--- src/rtl/evw_pkg.sv ---
package evw_pkg;

    localparam int LANES         = 4;
    localparam int LANE_W        = 16;
    localparam int ROW_W         = LANES * LANE_W;
    localparam int HDR_ROWS      = 7;
    localparam int GRP_META_ROWS = 3;
    localparam int HDR_WORDS16   = 22;
    localparam int FOOT_WORDS16  = 2;

    localparam logic [LANE_W-1:0] START_FLAG = 16'hFB01;
    localparam logic [LANE_W-1:0] END_FLAG   = 16'h04FE;
    localparam logic [LANE_W-1:0] CRC_FILL   = 16'h4242;

    typedef logic [LANE_W-1:0] lane_t;
    typedef logic [LANES-1:0][LANE_W-1:0] row_t;

    typedef enum logic [3:0] {
        ROW_NONE, ROW_HEAD, ROW_TRG_EXT, ROW_TRG_INT, ROW_BOARD, ROW_TEMP,
        ROW_DACLO, ROW_DACHI, ROW_GID, ROW_STOP, ROW_ROI, ROW_SAMP, ROW_FOOT
    } row_kind_t;

    typedef enum logic [3:0] {
        ST_IDLE, ST_HDR, ST_GID, ST_STOP, ST_ROI, ST_SAMP,
        ST_TWAIT, ST_TEXT, ST_TINT, ST_FOOT
    } wr_state_t;

    typedef struct packed {
        logic [31:0] evt;
        lane_t       ext_id;
        lane_t       int_id;
    } trig_info_t;

    // number of nonzero 16-bit words a narrow reader emits for one record
    function automatic lane_t packet_len(input int unsigned roi, input int unsigned ngroups);
        int unsigned words;
        words = HDR_WORDS16 + FOOT_WORDS16 + ngroups * LANES * (roi + GRP_META_ROWS);
        return lane_t'(words);
    endfunction

    function automatic row_t make_row(input lane_t l0, input lane_t l1,
                                      input lane_t l2, input lane_t l3);
        row_t r;
        r[0] = l0;
        r[1] = l1;
        r[2] = l2;
        r[3] = l3;
        return r;
    endfunction

endpackage

--- src/rtl/evw_trig_latch.sv ---
module evw_trig_latch
    import evw_pkg::*;
(
    input  logic       clk,
    input  logic       rst,
    input  logic       clr_i,
    input  logic       en_i,
    input  logic       valid_i,
    input  trig_info_t info_i,
    output logic       have_o,
    output trig_info_t info_o
);

    logic       have_q;
    trig_info_t info_q;

    always_ff @(posedge clk) begin
        if (rst) begin
            have_q <= 1'b0;
            info_q <= '0;
        end else if (clr_i) begin
            have_q <= 1'b0;
        end else if (en_i && valid_i && !have_q) begin
            have_q <= 1'b1;
            info_q <= info_i;
        end
    end

    assign have_o = have_q;
    assign info_o = info_q;

endmodule

--- src/rtl/evw_seq.sv ---
module evw_seq
    import evw_pkg::*;
#(
    parameter int ADDR_W   = 16,
    parameter int ROI_W    = 10,
    parameter int N_GROUPS = 10,
    localparam int GRP_W   = (N_GROUPS > 1) ? $clog2(N_GROUPS) : 1
) (
    input  logic              clk,
    input  logic              rst,
    input  logic              start_i,
    input  logic [ADDR_W-1:0] base_i,
    input  logic [ROI_W-1:0]  roi_i,
    input  logic              samp_valid_i,
    input  logic              trig_have_i,
    output wr_state_t         state_o,
    output row_kind_t         kind_o,
    output logic [ADDR_W-1:0] addr_o,
    output logic [GRP_W-1:0]  grp_o,
    output logic [ROI_W-1:0]  roi_o,
    output logic              we_o,
    output logic              accept_o
);

    wr_state_t         state_q;
    logic [ADDR_W-1:0] base_q;
    logic [ADDR_W-1:0] ptr_q;
    logic [ROI_W-1:0]  roi_q;
    logic [ROI_W-1:0]  cnt_q;
    logic [GRP_W-1:0]  grp_q;
    logic [2:0]        hidx_q;

    logic last_grp;
    logic last_samp;

    assign last_grp  = (grp_q == GRP_W'(N_GROUPS - 1));
    assign last_samp = (cnt_q == roi_q - ROI_W'(1));
    assign accept_o  = (state_q == ST_IDLE) && start_i;

    always_comb begin
        kind_o = ROW_NONE;
        addr_o = ptr_q;
        we_o   = 1'b0;
        case (state_q)
            ST_HDR: begin
                we_o   = 1'b1;
                addr_o = base_q + ADDR_W'(hidx_q);
                case (hidx_q)
                    3'd0:    kind_o = ROW_HEAD;
                    3'd3:    kind_o = ROW_BOARD;
                    3'd4:    kind_o = ROW_TEMP;
                    3'd5:    kind_o = ROW_DACLO;
                    default: kind_o = ROW_DACHI;
                endcase
            end
            ST_GID:  begin we_o = 1'b1; kind_o = ROW_GID;  end
            ST_STOP: begin we_o = 1'b1; kind_o = ROW_STOP; end
            ST_ROI:  begin we_o = 1'b1; kind_o = ROW_ROI;  end
            ST_SAMP: begin we_o = samp_valid_i; kind_o = ROW_SAMP; end
            ST_TEXT: begin
                we_o   = 1'b1;
                kind_o = ROW_TRG_EXT;
                addr_o = base_q + ADDR_W'(1);
            end
            ST_TINT: begin
                we_o   = 1'b1;
                kind_o = ROW_TRG_INT;
                addr_o = base_q + ADDR_W'(2);
            end
            ST_FOOT: begin we_o = 1'b1; kind_o = ROW_FOOT; end
            default: ;
        endcase
    end

    always_ff @(posedge clk) begin
        if (rst) begin
            state_q <= ST_IDLE;
            base_q  <= '0;
            ptr_q   <= '0;
            roi_q   <= '0;
            cnt_q   <= '0;
            grp_q   <= '0;
            hidx_q  <= '0;
        end else begin
            case (state_q)
                ST_IDLE: if (start_i) begin
                    base_q  <= base_i;
                    roi_q   <= roi_i;
                    ptr_q   <= base_i + ADDR_W'(HDR_ROWS);
                    hidx_q  <= '0;
                    grp_q   <= '0;
                    cnt_q   <= '0;
                    state_q <= ST_HDR;
                end
                ST_HDR: begin
                    hidx_q <= (hidx_q == 3'd0) ? 3'd3 : hidx_q + 3'd1;
                    if (hidx_q == 3'd6) state_q <= ST_GID;
                end
                ST_GID: begin
                    ptr_q   <= ptr_q + ADDR_W'(1);
                    state_q <= ST_STOP;
                end
                ST_STOP: begin
                    ptr_q   <= ptr_q + ADDR_W'(1);
                    state_q <= ST_ROI;
                end
                ST_ROI: begin
                    ptr_q <= ptr_q + ADDR_W'(1);
                    cnt_q <= '0;
                    if (roi_q != '0) begin
                        state_q <= ST_SAMP;
                    end else if (last_grp) begin
                        state_q <= ST_TWAIT;
                    end else begin
                        grp_q   <= grp_q + GRP_W'(1);
                        state_q <= ST_GID;
                    end
                end
                ST_SAMP: if (samp_valid_i) begin
                    ptr_q <= ptr_q + ADDR_W'(1);
                    cnt_q <= cnt_q + ROI_W'(1);
                    if (last_samp) begin
                        if (last_grp) begin
                            state_q <= ST_TWAIT;
                        end else begin
                            grp_q   <= grp_q + GRP_W'(1);
                            state_q <= ST_GID;
                        end
                    end
                end
                ST_TWAIT: if (trig_have_i) state_q <= ST_TEXT;
                ST_TEXT:  state_q <= ST_TINT;
                ST_TINT:  state_q <= ST_FOOT;
                ST_FOOT:  state_q <= ST_IDLE;
                default:  state_q <= ST_IDLE;
            endcase
        end
    end

    assign state_o = state_q;
    assign grp_o   = grp_q;
    assign roi_o   = roi_q;

endmodule

--- src/rtl/evw_fmt.sv ---
module evw_fmt
    import evw_pkg::*;
#(
    parameter int ROI_W  = 10,
    parameter int GRP_W  = 4
) (
    input  row_kind_t        kind_i,
    input  logic [GRP_W-1:0] grp_i,
    input  logic [ROI_W-1:0] roi_i,
    input  lane_t            len_i,
    input  lane_t            version_i,
    input  logic [3:0]       crate_i,
    input  logic [3:0]       board_i,
    input  row_t             temp_i,
    input  row_t             dac_lo_i,
    input  row_t             dac_hi_i,
    input  row_t             stop_i,
    input  row_t             samp_i,
    input  trig_info_t       trig_i,
    output row_t             row_o
);

    row_t gid_row;
    row_t roi_row;

    for (genvar c = 0; c < LANES; c++) begin : g_lane
        assign gid_row[c] = {8'h00, 4'(c), 4'(grp_i)};
        assign roi_row[c] = LANE_W'(roi_i);
    end

    always_comb begin
        case (kind_i)
            ROW_HEAD:    row_o = make_row(START_FLAG, len_i, version_i, '0);
            ROW_TRG_EXT: row_o = make_row(trig_i.evt[15:0], trig_i.evt[31:16], trig_i.ext_id, '0);
            ROW_TRG_INT: row_o = make_row(trig_i.evt[15:0], trig_i.evt[31:16], trig_i.int_id, '0);
            ROW_BOARD:   row_o = make_row({4'h0, crate_i, 4'h8, board_i}, '0, '0, '0);
            ROW_TEMP:    row_o = temp_i;
            ROW_DACLO:   row_o = dac_lo_i;
            ROW_DACHI:   row_o = dac_hi_i;
            ROW_GID:     row_o = gid_row;
            ROW_STOP:    row_o = stop_i;
            ROW_ROI:     row_o = roi_row;
            ROW_SAMP:    row_o = samp_i;
            ROW_FOOT:    row_o = make_row(CRC_FILL, END_FLAG, '0, '0);
            default:     row_o = '0;
        endcase
    end

endmodule

--- src/rtl/event_record_writer.sv ---
module event_record_writer
    import evw_pkg::*;
#(
    parameter int ADDR_W   = 16,
    parameter int ROI_W    = 10,
    parameter int N_GROUPS = 10
) (
    input  logic                  clk,
    input  logic                  rst,
    input  logic                  start_i,
    input  logic [ADDR_W-1:0]     base_i,
    input  logic [ROI_W-1:0]      roi_i,
    input  logic [15:0]           version_i,
    input  logic [3:0]            crate_id_i,
    input  logic [3:0]            board_id_i,
    input  logic [63:0]           temp_i,
    input  logic [127:0]          dac_i,
    input  logic [63:0]           stop_pos_i,
    input  logic                  samp_valid_i,
    input  logic [63:0]           samp_data_i,
    input  logic                  trig_valid_i,
    input  logic [31:0]           trig_evt_i,
    input  logic [15:0]           trig_ext_i,
    input  logic [15:0]           trig_int_i,
    output logic                  wr_en_o,
    output logic [ADDR_W-1:0]     wr_addr_o,
    output logic [63:0]           wr_data_o,
    output logic                  done_o
);

    localparam int GRP_W = (N_GROUPS > 1) ? $clog2(N_GROUPS) : 1;

    wr_state_t         seq_state;
    row_kind_t         kind;
    logic [ADDR_W-1:0] row_addr;
    logic [GRP_W-1:0]  grp;
    logic [ROI_W-1:0]  roi_q;
    logic              row_we;
    logic              accept;
    logic              trig_have;
    trig_info_t        trig_in;
    trig_info_t        trig_q;
    row_t              row_data;
    lane_t             len_word;

    assign trig_in  = '{evt: trig_evt_i, ext_id: trig_ext_i, int_id: trig_int_i};
    assign len_word = packet_len(int'(roi_q), N_GROUPS);

    evw_seq #(.ADDR_W(ADDR_W), .ROI_W(ROI_W), .N_GROUPS(N_GROUPS)) u_seq (
        .clk         (clk),
        .rst         (rst),
        .start_i     (start_i),
        .base_i      (base_i),
        .roi_i       (roi_i),
        .samp_valid_i(samp_valid_i),
        .trig_have_i (trig_have),
        .state_o     (seq_state),
        .kind_o      (kind),
        .addr_o      (row_addr),
        .grp_o       (grp),
        .roi_o       (roi_q),
        .we_o        (row_we),
        .accept_o    (accept)
    );

    evw_trig_latch u_trig (
        .clk    (clk),
        .rst    (rst),
        .clr_i  (accept),
        .en_i   (seq_state != ST_IDLE),
        .valid_i(trig_valid_i),
        .info_i (trig_in),
        .have_o (trig_have),
        .info_o (trig_q)
    );

    evw_fmt #(.ROI_W(ROI_W), .GRP_W(GRP_W)) u_fmt (
        .kind_i   (kind),
        .grp_i    (grp),
        .roi_i    (roi_q),
        .len_i    (len_word),
        .version_i(version_i),
        .crate_i  (crate_id_i),
        .board_i  (board_id_i),
        .temp_i   (temp_i),
        .dac_lo_i (dac_i[63:0]),
        .dac_hi_i (dac_i[127:64]),
        .stop_i   (stop_pos_i),
        .samp_i   (samp_data_i),
        .trig_i   (trig_q),
        .row_o    (row_data)
    );

    always_ff @(posedge clk) begin
        if (rst) begin
            wr_en_o   <= 1'b0;
            wr_addr_o <= '0;
            wr_data_o <= '0;
            done_o    <= 1'b0;
        end else begin
            wr_en_o   <= row_we;
            wr_addr_o <= row_addr;
            wr_data_o <= row_data;
            done_o    <= (kind == ROW_FOOT);
        end
    end

endmodule

--- config.mk ---
export PLATFORM = sky130hd
export DESIGN_NAME = event_record_writer
export DESIGN_NICKNAME = d
export VERILOG_FILES = /design/src/rtl/evw_pkg.sv /design/src/rtl/evw_trig_latch.sv /design/src/rtl/evw_seq.sv /design/src/rtl/evw_fmt.sv /design/src/rtl/event_record_writer.sv
export SDC_FILE = /design/constraint.sdc
export NUM_CORES = 1
export LEC_CHECK = 0
export ABC_AREA = 1
export ABC_CLOCK_PERIOD_IN_PS = 3500
export BUFFER_PORTS_ARGS = -buffer_cell sky130_fd_sc_hd__buf_2
export CAP_MARGIN = 30
export CORE_ASPECT_RATIO = 0.6
export CORE_MARGIN = 4
export CORE_UTILIZATION = 47
export DETAILED_ROUTE_END_ITERATION = 10
export PLACE_DENSITY = 0.8
export RECOVER_POWER = 50
export SLEW_MARGIN = 0
export SYNTH_ARGS = -nofsm -noshare
export SYNTH_HDL_FRONTEND = slang
export SYNTH_HIERARCHICAL = 1
export SYNTH_SLANG_ARGS = --single-unit
--- constraint.sdc ---
create_clock -name clk -period 3.5 [get_ports clk]
set_input_delay 0.175 -clock clk [delete_from_list [all_inputs] [get_ports clk]]
set_output_delay 0.175 -clock clk [all_outputs]
set_load 0.02 [all_outputs]
==> results.py <==
metrics = {
    "run_status": {
        "status": "complete, but fails checks",
        "violations": "hold timing",
    },
    "finish": {
        "n_fill_cell": 3097,
        "syn_to_final_growth_pct": 31.0,
        "drive_gt1_frac": 0.209,
        "nets": 3647,
        "final_core_util": 0.631,
    },
    "worst_setup_path": {
        "crit_arrival_ns": 3.80,
        "crit_slowest_cell": "dlygate4sd3_1",
        "cp.required_ns": 3.95,
        "cp_top_family": "buffers and inverters",
        "max_stage_delay_ns": 0.55,
        "path_max_fanout": 20,
        "start_kind": "flop",
        "path_cells": "inv_1 -> ha_1 -> inv_1 -> o21ai_0 -> nor2_1 -> o21ai_0 -> o211ai_1 -> buf_4 -> nor2_4 -> buf_4 -> buf_6 -> nand3_1 -> nand2_2 -> inv_1 -> nand4_1 -> dlygate4sd3_1 -> inv_1 -> nor2_1",
        "critPathBufInv": 8,
        "reg2reg_depth": 18,
        "r2r-start": "u_seq/hidx_q[0]$_SDFFE_PP0P_",
        "r2r_setup_slack_ns": 0.15,
        "rr_endpoint": "wr_data_o[58]$_SDFF_PP0_",
        "critPathCaptureType": "flop",
        "crit_top_cell": "inv_1",
        "crit_type": "flop to flop",
    },
    "yosys": {
        "yosysTopAreaCell": "dfxtp_1",
        "avgSynthCellArea_um2": 5.77,
        "synth-seq-cells": 210,
        "synthDistinctLibCells": 49,
        "synth_area_leaders": "dfxtp_1 28%, nand2_1 19%, nand3_1 12%",
        "async_flop_share": 0,
        "synth_edf_count": 0,
        "synth_top_area_frac": 0.277,
        "synth_common_cells": "763 x nand2_1, 377 x nor2_1, 369 x nand3_1",
        "synth_area_um2": 15200,
        "netlist_instances": 2628,
        "synth-seq-area-share": 0.277,
        "yosysMostFrequentCell": "nand2_1",
        "yosys_most_used_dff": "dfxtp_1",
        "yosysWarningCount": 6,
    },
    "sta": {
        "fmax_ghz": 0.299,
        "finalWorstSetupSlack_ns": 0.152,
        "max_slew_margin": 0.0796,
        "holdWs_ns": -0.00478,
        "drv_slew": 0,
        "finalSetupViolCount": 0,
        "worst_slew_pin_slew_ns": 1.38,
        "hold_viol": 1,
        "finalCritPeriodShare": 0.957,
        "period_minus_slack_ns": 3.35,
        "finClkSkew_ns": 0.0131,
        "finalSetupTns_ns": 0,
    },
    "global_route": {
        "grt_pass1_wl_mm": 107,
        "antenna_found_initial": 7,
        "overflow": 0,
        "grt_use_total": 0.398,
        "grt_max_degree": 129,
        "grt_pass1_vias": 17600,
    },
    "power_and_ir_drop": {
        "power_density_nw_per_um2": 834,
        "p_leak_nw": 10.4,
        "irDropWorstVdd_v": 0.000517,
    },
    "hold_path": {
        "min_from": "trig_int_i[3]",
        "hold_end": "u_trig/info_o[3]$_SDFFE_PP0P_",
        "timing.hold.worst.class": "input port to flop",
        "min_delay_path_depth": 5,
    },
    "floorplanning": {
        "die_h_um": 147,
        "fp.dieArea_um2": 35300,
        "core_area_um2": 31500,
        "io_pins": 521,
        "start_util": 0.482,
        "dieWidth_um": 240,
        "rows": 50,
    },
    "cts": {
        "clock_sinks": 210,
        "clock_latency_ns": 0.53,
        "cts_tree": "done",
        "clkTransAtPathRegs_ns": 0.06,
        "cts_root_buf": "clkbuf_16",
        "clockBufferDepth": 3,
        "h-tree-depth": 1,
        "cts_buffers": 22,
    },
    "placement": {
        "place_ws_ns": 0.0379,
        "gp_congestion": 1.07,
        "port_buffers": 520,
        "dp_hpwl_mm": 59.6,
    },
    "run": {
        "cap_violations": 0,
    },
    "detailed_routing": {
        "drtAntennaViolNets": 0,
        "drtIter0Drc": 2644,
        "wl_mm": 76.1,
        "post_drt_wl_per_cell_um": 21.1,
        "vias": 19900,
        "route.detailed.drc": 0,
        "via_per_inst": 5.51,
        "first_pass_iters": 6,
    },
}
==> how the worst max path moves through the flow <==
| stage | endpoint | slack [ns] | depth (start not counted) | start |
|---|---|---|---|---|
| floorplan | wr_data_o[31]$_SDFF_PP0_ | 0.24 | 27 | u_seq/roi_o[0]$_SDFFE_PP0P_ |
| global placement | wr_data_o[31]$_SDFF_PP0_ | 0.06 | 27 | u_seq/roi_o[0]$_SDFFE_PP0P_ |
| detailed placement | wr_data_o[31]$_SDFF_PP0_ | 0.04 | 25 | u_seq/roi_o[0]$_SDFFE_PP0P_ |
| CTS | wr_data_o[31]$_SDFF_PP0_ | 0.0001 | 27 | u_seq/roi_o[0]$_SDFFE_PP0P_ |
| global route | wr_data_o[31]$_SDFF_PP0_ | -0.09 | 28 | u_seq/roi_o[0]$_SDFFE_PP0P_ |
| finish | wr_data_o[58]$_SDFF_PP0_ | 0.15 | 18 | u_seq/hidx_q[0]$_SDFFE_PP0P_ |
==> final cells by class <==
| cell class | instances | area (µm²) | share of cell area |
|---|---|---|---|
| inverters | 366 | 1380 | 0.0693 |
| diodes | 5 | 12.5 | 0.000630 |
| repair buffers | 642 | 3680 | 0.185 |
| well taps | 416 | 520 | 0.0262 |
| flip-flops and latches | 210 | 4210 | 0.212 |
| clock inverters | 9 | 176 | 0.00888 |
| clock buffers | 29 | 638 | 0.0321 |
| multi-input cells | 1932 | 9260 | 0.466 |
==> where the power goes <==
| group | internal [mW] | switching (mW) | leakage [nW] | total (mW) |
|---|---|---|---|---|
| clock | 1.65 | 1.05 | 0.397 | 2.69 |
| combinational | 3.12 | 6.95 | 8.30 | 10.1 |
| sequential | 3.16 | 0.650 | 1.72 | 3.81 |
==> cells in the final DEF, fill, tap and decap left out, types with 4 or more instances in the layout <==
cell | netlist | final
diode_2 | 0 | 5
a21oi_1 | 145 | 143
bufinv_16 | 0 | 5
inv_1 | 349 | 346
buf_2 | 59 | 437
buf_4 | 15 | 63
clkbuf_16 | 0 | 23
nand4_1 | 16 | 16
nand3_2 | 7 | 10
nor4_1 | 4 | 4
a21oi_2 | 2 | 4
o221ai_1 | 4 | 4
dfxtp_2 | 0 | 4
dlygate4sd3_1 | 0 | 46
a31oi_1 | 6 | 6
nor2_2 | 15 | 8
clkbuf_8 | 0 | 4
clkbuf_1 | 39 | 85
nor3_2 | 6 | 4
xnor2_1 | 12 | 11
nand2_1 | 763 | 754
ha_4 | 0 | 7
xor2_1 | 22 | 20
ha_1 | 32 | 25
nand2_4 | 2 | 5
nand2_2 | 14 | 20
nor2_1 | 377 | 370
nor3_1 | 17 | 16
buf_12 | 0 | 10
nor2_4 | 5 | 19
inv_2 | 16 | 18
o211ai_1 | 15 | 15
nor3_4 | 1 | 4
dfxtp_1 | 210 | 206
o21ai_0 | 71 | 71
nand3_1 | 369 | 367
==> layer usage <==
layer	vias to the layer above	wire length, µm	global-route usage
met2	1327	31900	0.580
met4	4	2360	0.110
met5	-	24	0
met3	151	11000	0.134
met1	9073	30800	0.562
li1	9319	-	-
==> repair_timing <==
item                                    CTS  global route
setup buffers                             0             9
pin swaps                                 0            26
endpoints found under the hold margin    57             0
gates resized for setup                   3            51
hold buffers                             46             0
endpoints found under the setup margin    1             7
==> worst min-delay path, cell delays in order <==
cell and delay, ns:
buf_2 0.09, inv_1 0.03, nand3_1 0.07, nand2_1 0.06
nor2_1 0.07
==> cell families after synthesis <==
kind of cell,synth area share
adders and majority gates,0.0290
buffers and inverters,0.131
other,0.000247
and+or+nand+nor,0.452
AOI/OAI and AO/OA,0.0898
DFF,0.277
xor gates and xnor gates,0.0207
==> per-stage QoR <==
stage	instances	hold WS, ns	power, mW	instance area (µm²)
after floorplan	2630	0.310	9.68	15200
after global placement	3510	0.409	13.1	18400
after detailed placement	3510	0.406	13.2	18400
after CTS	3594	0.0000508	16.0	19700
after global routing	3608	0.0225	17.5	19900
final	3609	-0.00478	16.6	19900
==> sequential cells by signal, summed over array words and instances, names as in the netlist, 10 cells and up <==
name and cells:
wr_data_o 64, wr_addr_o 16, u_trig/info_o 64, u_seq/cnt_q 10, u_seq/ptr_q 16, u_seq/base_q 16
u_seq/roi_o 10
No activity file was read; power rests on OpenSTA's default activity.
